$ cat src/rtl/stkey_pkg.sv
package stkey_pkg;

    localparam logic [3:0] KEY_ON    = 4'hA;
    localparam logic [3:0] KEY_RESET = 4'h5;

    typedef enum logic [1:0] {
        ROMDIV_1 = 2'd0,
        ROMDIV_2 = 2'd1,
        ROMDIV_4 = 2'd2,
        ROMDIV_8 = 2'd3
    } romdiv_e;

    typedef struct packed {
        logic [7:0] spare;
        romdiv_e    div;
        logic [3:0] key;
    } ctl_t;

    // Register image seen by a read; unused bits are zero.
    function automatic logic [31:0] pack_ctl(ctl_t c);
        return {8'h00, c.spare, 6'h00, 2'(c.div), 4'h0, c.key};
    endfunction

    // Unpack the writable fields from bus data.
    function automatic ctl_t unpack_ctl(logic [31:0] d);
        ctl_t c;
        c.spare = d[23:16];
        c.div   = romdiv_e'(d[9:8]);
        c.key   = d[3:0];
        return c;
    endfunction

    // Hold length in cycles: base x 1, 2, 4, 6 for codes 0..3.
    function automatic int unsigned hold_len(romdiv_e code, int unsigned base);
        return (code == ROMDIV_8) ? base * 6 : base << code;
    endfunction

endpackage

$ cat src/rtl/stkey_regs.sv
module stkey_regs
    import stkey_pkg::*;
#(
    parameter int unsigned          ADDR_W   = 8,
    parameter logic [ADDR_W-1:0]    REG_ADDR = 8'h10
) (
    input  logic              clk,
    input  logic              rst,
    input  logic              wr,
    input  logic              rd,
    input  logic [ADDR_W-1:0] addr,
    input  logic [31:0]       wdata,
    input  logic              priv,
    output ctl_t              ctl_q,
    output ctl_t              ctl_d,
    output logic              wr_hit,
    output logic [31:0]       rdata
);

    logic rd_hit;

    always_comb begin
        wr_hit = wr && priv && (addr == REG_ADDR);
        rd_hit = rd && (addr == REG_ADDR);
        ctl_d  = ctl_q;
        if (wr_hit) begin
            ctl_d = unpack_ctl(wdata);
        end
    end

    always_ff @(posedge clk) begin
        if (rst) begin
            ctl_q.spare <= 8'h00;
            ctl_q.div   <= ROMDIV_1;
            ctl_q.key   <= KEY_RESET;
            rdata       <= 32'h0;
        end else begin
            ctl_q <= ctl_d;
            rdata <= rd_hit ? pack_ctl(ctl_q) : 32'h0;
        end
    end

    AST_USER_WR_IGNORED: assert property (@(posedge clk) disable iff (rst)
        (wr && !priv) |=> $stable(ctl_q));

    AST_OTHER_ADDR_IGNORED: assert property (@(posedge clk) disable iff (rst)
        (wr && (addr != REG_ADDR)) |=> $stable(ctl_q));

    AST_READ_IDLE_ZERO: assert property (@(posedge clk) disable iff (rst)
        !rd |=> (rdata == 32'h0));

endmodule

$ cat src/rtl/stkey_hold.sv
module stkey_hold
    import stkey_pkg::*;
#(
    parameter int unsigned BASE_LEN = 16
) (
    input  logic       clk,
    input  logic       rst,
    input  logic       wr_hit,
    input  logic [3:0] key_now,
    input  logic [3:0] key_next,
    input  romdiv_e    div_next,
    output logic       hold
);

    localparam int unsigned MAX_LEN = BASE_LEN * 6;
    localparam int unsigned CW      = $clog2(MAX_LEN + 1);

    logic [CW-1:0] cnt;
    logic          start;
    logic          abort;
    logic [CW-1:0] len;

    always_comb begin
        start = wr_hit && (key_next == KEY_ON) && (key_now != KEY_ON);
        abort = wr_hit && (key_next != KEY_ON);
        len   = CW'(hold_len(div_next, BASE_LEN));
    end

    always_ff @(posedge clk) begin
        if (rst || abort) begin
            cnt <= '0;
        end else if (start) begin
            cnt <= len;
        end else if (cnt != '0) begin
            cnt <= cnt - CW'(1);
        end
    end

    assign hold = (cnt != '0);

    AST_PULSE_START: assert property (@(posedge clk) disable iff (rst)
        start |=> hold);

    AST_PULSE_ABORT: assert property (@(posedge clk) disable iff (rst)
        abort |=> !hold);

    AST_NO_RESTART: assert property (@(posedge clk) disable iff (rst)
        (wr_hit && (key_now == KEY_ON) && (key_next == KEY_ON) && (cnt > CW'(1)))
        |=> (cnt == $past(cnt) - CW'(1)));

endmodule

$ cat src/rtl/stkey_romdiv.sv
module stkey_romdiv
    import stkey_pkg::*;
(
    input  logic    clk,
    input  logic    rst,
    input  logic    wr_hit,
    input  romdiv_e div_now,
    input  romdiv_e div_next,
    output logic    strobe
);

    localparam int unsigned CNT_W = 3;

    logic [CNT_W-1:0] cnt;
    logic [CNT_W-1:0] lim;
    logic             clear;

    always_comb begin
        lim   = (CNT_W'(1) << div_now) - CNT_W'(1);
        clear = wr_hit && (div_next != div_now);
    end

    always_ff @(posedge clk) begin
        if (rst || clear) begin
            cnt <= '0;
        end else if (cnt >= lim) begin
            cnt <= '0;
        end else begin
            cnt <= cnt + CNT_W'(1);
        end
    end

    assign strobe = (cnt == lim);

    AST_STROBE_GAP: assert property (@(posedge clk) disable iff (rst)
        (strobe && (div_now != ROMDIV_1) && !clear) |=> !strobe);

    AST_CLEAR_RESTART: assert property (@(posedge clk) disable iff (rst)
        (clear && (div_next != ROMDIV_1)) |=> !strobe);

endmodule

$ cat src/rtl/stkey_top.sv
module stkey_top
    import stkey_pkg::*;
#(
    parameter int unsigned       ADDR_W   = 8,
    parameter logic [ADDR_W-1:0] REG_ADDR = 8'h10,
    parameter int unsigned       BASE_LEN = 16
) (
    input  logic              clk,
    input  logic              rst,
    input  logic              bus_wr,
    input  logic              bus_rd,
    input  logic [ADDR_W-1:0] bus_addr,
    input  logic [31:0]       bus_wdata,
    input  logic              bus_priv,
    output logic [31:0]       bus_rdata,
    output logic              st_enable,
    output logic              st_reset,
    output logic              rom_clk_en
);

    ctl_t ctl_q;
    ctl_t ctl_d;
    logic wr_hit;

    stkey_regs #(
        .ADDR_W   (ADDR_W),
        .REG_ADDR (REG_ADDR)
    ) u_regs (
        .clk    (clk),
        .rst    (rst),
        .wr     (bus_wr),
        .rd     (bus_rd),
        .addr   (bus_addr),
        .wdata  (bus_wdata),
        .priv   (bus_priv),
        .ctl_q  (ctl_q),
        .ctl_d  (ctl_d),
        .wr_hit (wr_hit),
        .rdata  (bus_rdata)
    );

    stkey_hold #(
        .BASE_LEN (BASE_LEN)
    ) u_hold (
        .clk      (clk),
        .rst      (rst),
        .wr_hit   (wr_hit),
        .key_now  (ctl_q.key),
        .key_next (ctl_d.key),
        .div_next (ctl_d.div),
        .hold     (st_reset)
    );

    stkey_romdiv u_romdiv (
        .clk      (clk),
        .rst      (rst),
        .wr_hit   (wr_hit),
        .div_now  (ctl_q.div),
        .div_next (ctl_d.div),
        .strobe   (rom_clk_en)
    );

    assign st_enable = (ctl_q.key == KEY_ON);

    AST_ENABLE_FOLLOWS_KEY: assert property (@(posedge clk) disable iff (rst)
        (bus_wr && bus_priv && (bus_addr == REG_ADDR) && (bus_wdata[3:0] == KEY_ON))
        |=> st_enable);

    AST_RESET_NEEDS_ENABLE: assert property (@(posedge clk) disable iff (rst)
        st_reset |-> st_enable);

endmodule

$ cat config.mk
export PLATFORM = sky130hd
export DESIGN_NAME = stkey_top
export DESIGN_NICKNAME = d
export VERILOG_FILES = /design/src/rtl/stkey_pkg.sv /design/src/rtl/stkey_regs.sv /design/src/rtl/stkey_hold.sv /design/src/rtl/stkey_romdiv.sv /design/src/rtl/stkey_top.sv
export SDC_FILE = /design/constraint.sdc
export NUM_CORES = 1
export LEC_CHECK = 0
export BUFFER_PORTS_ARGS = -buffer_cell sky130_fd_sc_hd__buf_2
export CAP_MARGIN = 10
export CORE_ASPECT_RATIO = 1.25
export CORE_MARGIN = 3
export CORE_UTILIZATION = 43
export CTS_CLUSTER_DIAMETER = 50
export DETAILED_ROUTE_END_ITERATION = 8
export GPL_TIMING_DRIVEN = 0
export PLACE_DENSITY = 0.78
export RECOVER_POWER = 25
export SLEW_MARGIN = 20
export SYNTH_ARGS = -nofsm -noshare
export SYNTH_HDL_FRONTEND = slang
export SYNTH_SLANG_ARGS = --single-unit
$ cat constraint.sdc
create_clock -name clk -period 2.36 [get_ports clk]
set_input_delay 0.118 -clock clk [delete_from_list [all_inputs] [get_ports clk]]
set_output_delay 0.118 -clock clk [all_outputs]
set_load 0.05 [all_outputs]
==> summary.md <==
| Metric | Value |
|---|---|
| Number of distinct library cells after synthesis | `between 40 and 50` |
| Pwr dens | `between 700 and 800 mW/mm²` |
| Die Area | `approximately 0.0049 mm²` |
| Final Net Count | `305` |
| # Post-CTS Setup Buffers | `0` |
| Worst-margin pin slew | `a little under 600 ps` |
| Final hold vios | `0` |
| Mapped Cells | `approximately 190` |
| Leakage | `around 1 nW` |
| Initial antenna violation count | `0` |
| Number of buffers created by CTS | `5` |
| Pre-antenna DRT Iters | `4` |
| Crit path time final | `between 1500 and 2000 ps` |
| MaxCap Viol Count | `0` |
| Setup crit start kind | `flip-flop` |
| Largest net degree at the start of global routing | `12` |
| CP Max Fanout | `6` |
| Total congestion overflow | `0` |
| Final TNS setup | `0 ps` |
| Fin Clk Skew | `around 1.8 ps` |
| Reg2reg start | `u_regs.ctl_q[5]$_SDFF_PP0_` |
| Clock transition at path regs | `70 ps` |
| Post_cts resized | `0` |
| Sequential share of the synthesized area | `0.435` |
| GP Congestion | `roughly 0.8` |
| Vias in the first global route | `approximately 1300` |
| Die X | `roughly 63 µm` |
| All-Layer GR Usage | `0.139` |
| Synthesis-stage register bit count | `38` |
| WHS | `slightly above 60 ps` |
| Via count | `~1400` |
| Critical Path End Type | `output pin` |
| Main area contributors after synthesis | `dfxtp_1, buf_4, nand2_1` |
| Final Util | `0.562` |
| I/O pin total | `80` |
| CTS tree | `yes` |
| Clock latency at the later pin of the worst-skew pair | `slightly below 300 ps` |
| VDD IR-drop max | `about 0.54 mV` |
| Starting density of the core | `0.455` |
| H-tree Lvls | `2` |
| Ys Warns | `0` |
| DRC | `0` |
| Fmax achieved | `between 0.5 and 0.6 GHz` |
| Slew Limit Fails | `0` |
| Tcrit/Tclk final | `0.751` |
| Clk buf depth | `2` |
| Status | `completed` |
| HP Class | `in2reg` |
| Share of cells above drive strength 1 | `0.298` |
| # diodes | `0` |
| Final setup viols | `0` |
| Worst EP required | `between 2000 and 2500 ps` |
| DRT Wirelength | `~3300 µm` |
| Height of the die | `77.3 µm` |
| WL/cell | `10.6 µm` |
| Slew headroom | `0.606` |
| Area leader, netlist | `dfxtp_1` |
| First-pass GRT wire length | `roughly 5400 µm` |
| Synth top area share | `0.435` |
| Dpl hpwl | `between 2000 and 3000 µm` |
| CP startpoint | `u_hold.cnt[0]$_SDFFE_PP0P_` |
| Post-Syn Area | `~0.0018 mm²` |
| Hold buffer count at CTS | `0` |
| # fillers | `between 300 and 400` |
| Kind of critical path | `reg2out` |
| Hold wc startpoint | `bus_wdata[23]` |
| P&R area growth vs syn | `23.6%` |
| Root Buffer | `clkbuf_8` |
| Syn avg cell area | `roughly 9.3 µm²` |
| Detail Route Antenna Nets | `0` |
| Clk sinks | `38` |
| Row Count | `25` |
| CP arrival | `around 1700 ps` |
| Vias per Instance | `approximately 4.5` |
| Unrepaired setup endpoints after global routing | `false` |
| Port Buf Inserts | `between 40 and 50` |
| Initial DRC Count | `59` |
| Core Footprint | `0.00385 mm²` |
layout by cell type, fill, tap and decap left out, types with 3 or more instances in the layout:
cell	count
xnor2_1	3
and2_0	3
clkbuf_1	11
buf_4	18
nand2_1	32
buf_2	35
ha_1	6
a21oi_1	14
inv_1	7
and2_1	11
conb_1	18
nand3_1	5
dfxtp_1	38
nor2_1	10
xor2_1	3
clkbuf_8	6
kinds of logic after synthesis:
logic type	Yosys count	synth area share
buf+inv	31	0.118
flops	38	0.435
xor+xnor	6	0.0300
fa+ha+maj	6	0.0429
other cells	1	0.00214
compound gates	25	0.0972
simple gates	81	0.275
layer usage:
metal,vias to the layer above,part of all wire,global-route usage
met5,-,0,0
met4,0,0.013,0.0728
met1,601,0.42,0.153
met2,48,0.49,0.240
met3,5,0.075,0.0391
li1,724,-,-
critical path, cell delays in order, from the launching register on:
cell	delay, ps
dfxtp_1	410
inv_1	90
ha_1	210
nor2b_1	160
nand2_1	190
buf_2	310
cells in the mapped netlist:
library cell / count
o21a_1: 1
nor3b_1: 1
nor4bb_1: 1
a211oi_1: 1
buf_8: 1
clkbuf_1: 1
a21oi_1: 14
and3_1: 2
nor2_1: 10
nand2b_1: 2
and4_1: 2
a21boi_0: 1
o221ai_2: 1
nor4b_4: 1
nand3b_1: 1
xor2_1: 3
nor4_2: 2
a2111oi_2: 1
inv_1: 7
buf_2: 2
nand4bb_1: 1
o2111ai_1: 1
nand3_1: 5
o22ai_1: 2
clkbuf_2: 1
nor3_1: 1
dfxtp_1: 38
o21ai_2: 1
conb_1: 1
a21oi_2: 2
nand2_1: 32
or2_2: 1
nor2b_1: 1
buf_4: 18
nand4_2: 1
buf_6: 1
and2_1: 14
or4_4: 1
ha_1: 6
nor4_4: 2
xnor2_1: 3
final cells by class:
| cell class | instances | area (µm²) | area share |
|---|---|---|---|
| inverters | 7 | 26.3 | 0.0121 |
| well taps | 54 | 67.6 | 0.0312 |
| plain buffers | 24 | 180 | 0.0833 |
| multi-input cells | 136 | 838 | 0.388 |
| clock inverters | 1 | 5.00 | 0.00231 |
| repair buffers | 42 | 199 | 0.0920 |
| flip-flops and latches | 38 | 761 | 0.352 |
| clock buffers | 7 | 86.3 | 0.0399 |
metrics by stage:
| step | worst slack (ps) | cells | power [mW] | area, µm² |
|---|---|---|---|---|
| finish | 587 | 309 | 1.73 | 2160 |
| global route | 479 | 309 | 1.83 | 2160 |
| CTS | 569 | 309 | 1.75 | 2190 |
| detailed placement | 758 | 301 | 1.29 | 2100 |
| global placement | 802 | 301 | 1.28 | 2100 |
| floorplan | 441 | 205 | 1.20 | 1820 |
power breakdown:
part / internal, mW / switching (mW)
Sequential: 0.692 / 0.0673
Clock: 0.236 / 0.220
Combinational: 0.222 / 0.293
Total: 1.15 / 0.580
flip-flops by register name, indices dropped and copies added (netlist names):
register,count
u_hold.cnt,7
u_regs.ctl_q,14
u_romdiv.cnt,3
u_regs.rdata,14
path summary, 6_finish.rpt:
path / endpoint / slack (ps) / cells past startpoint
setup / recovery: st_reset / 590 / 5
hold reg to reg: u_romdiv.cnt[0]$_SDFF_PP0_ / 450 / 1
setup reg to reg: u_romdiv.cnt[2]$_SDFF_PP0_ / 750 / 6
hold / removal: u_regs.ctl_q[13]$_SDFFE_PP0N_ / 60 / 3
Power figures use the tool's default switching activity.
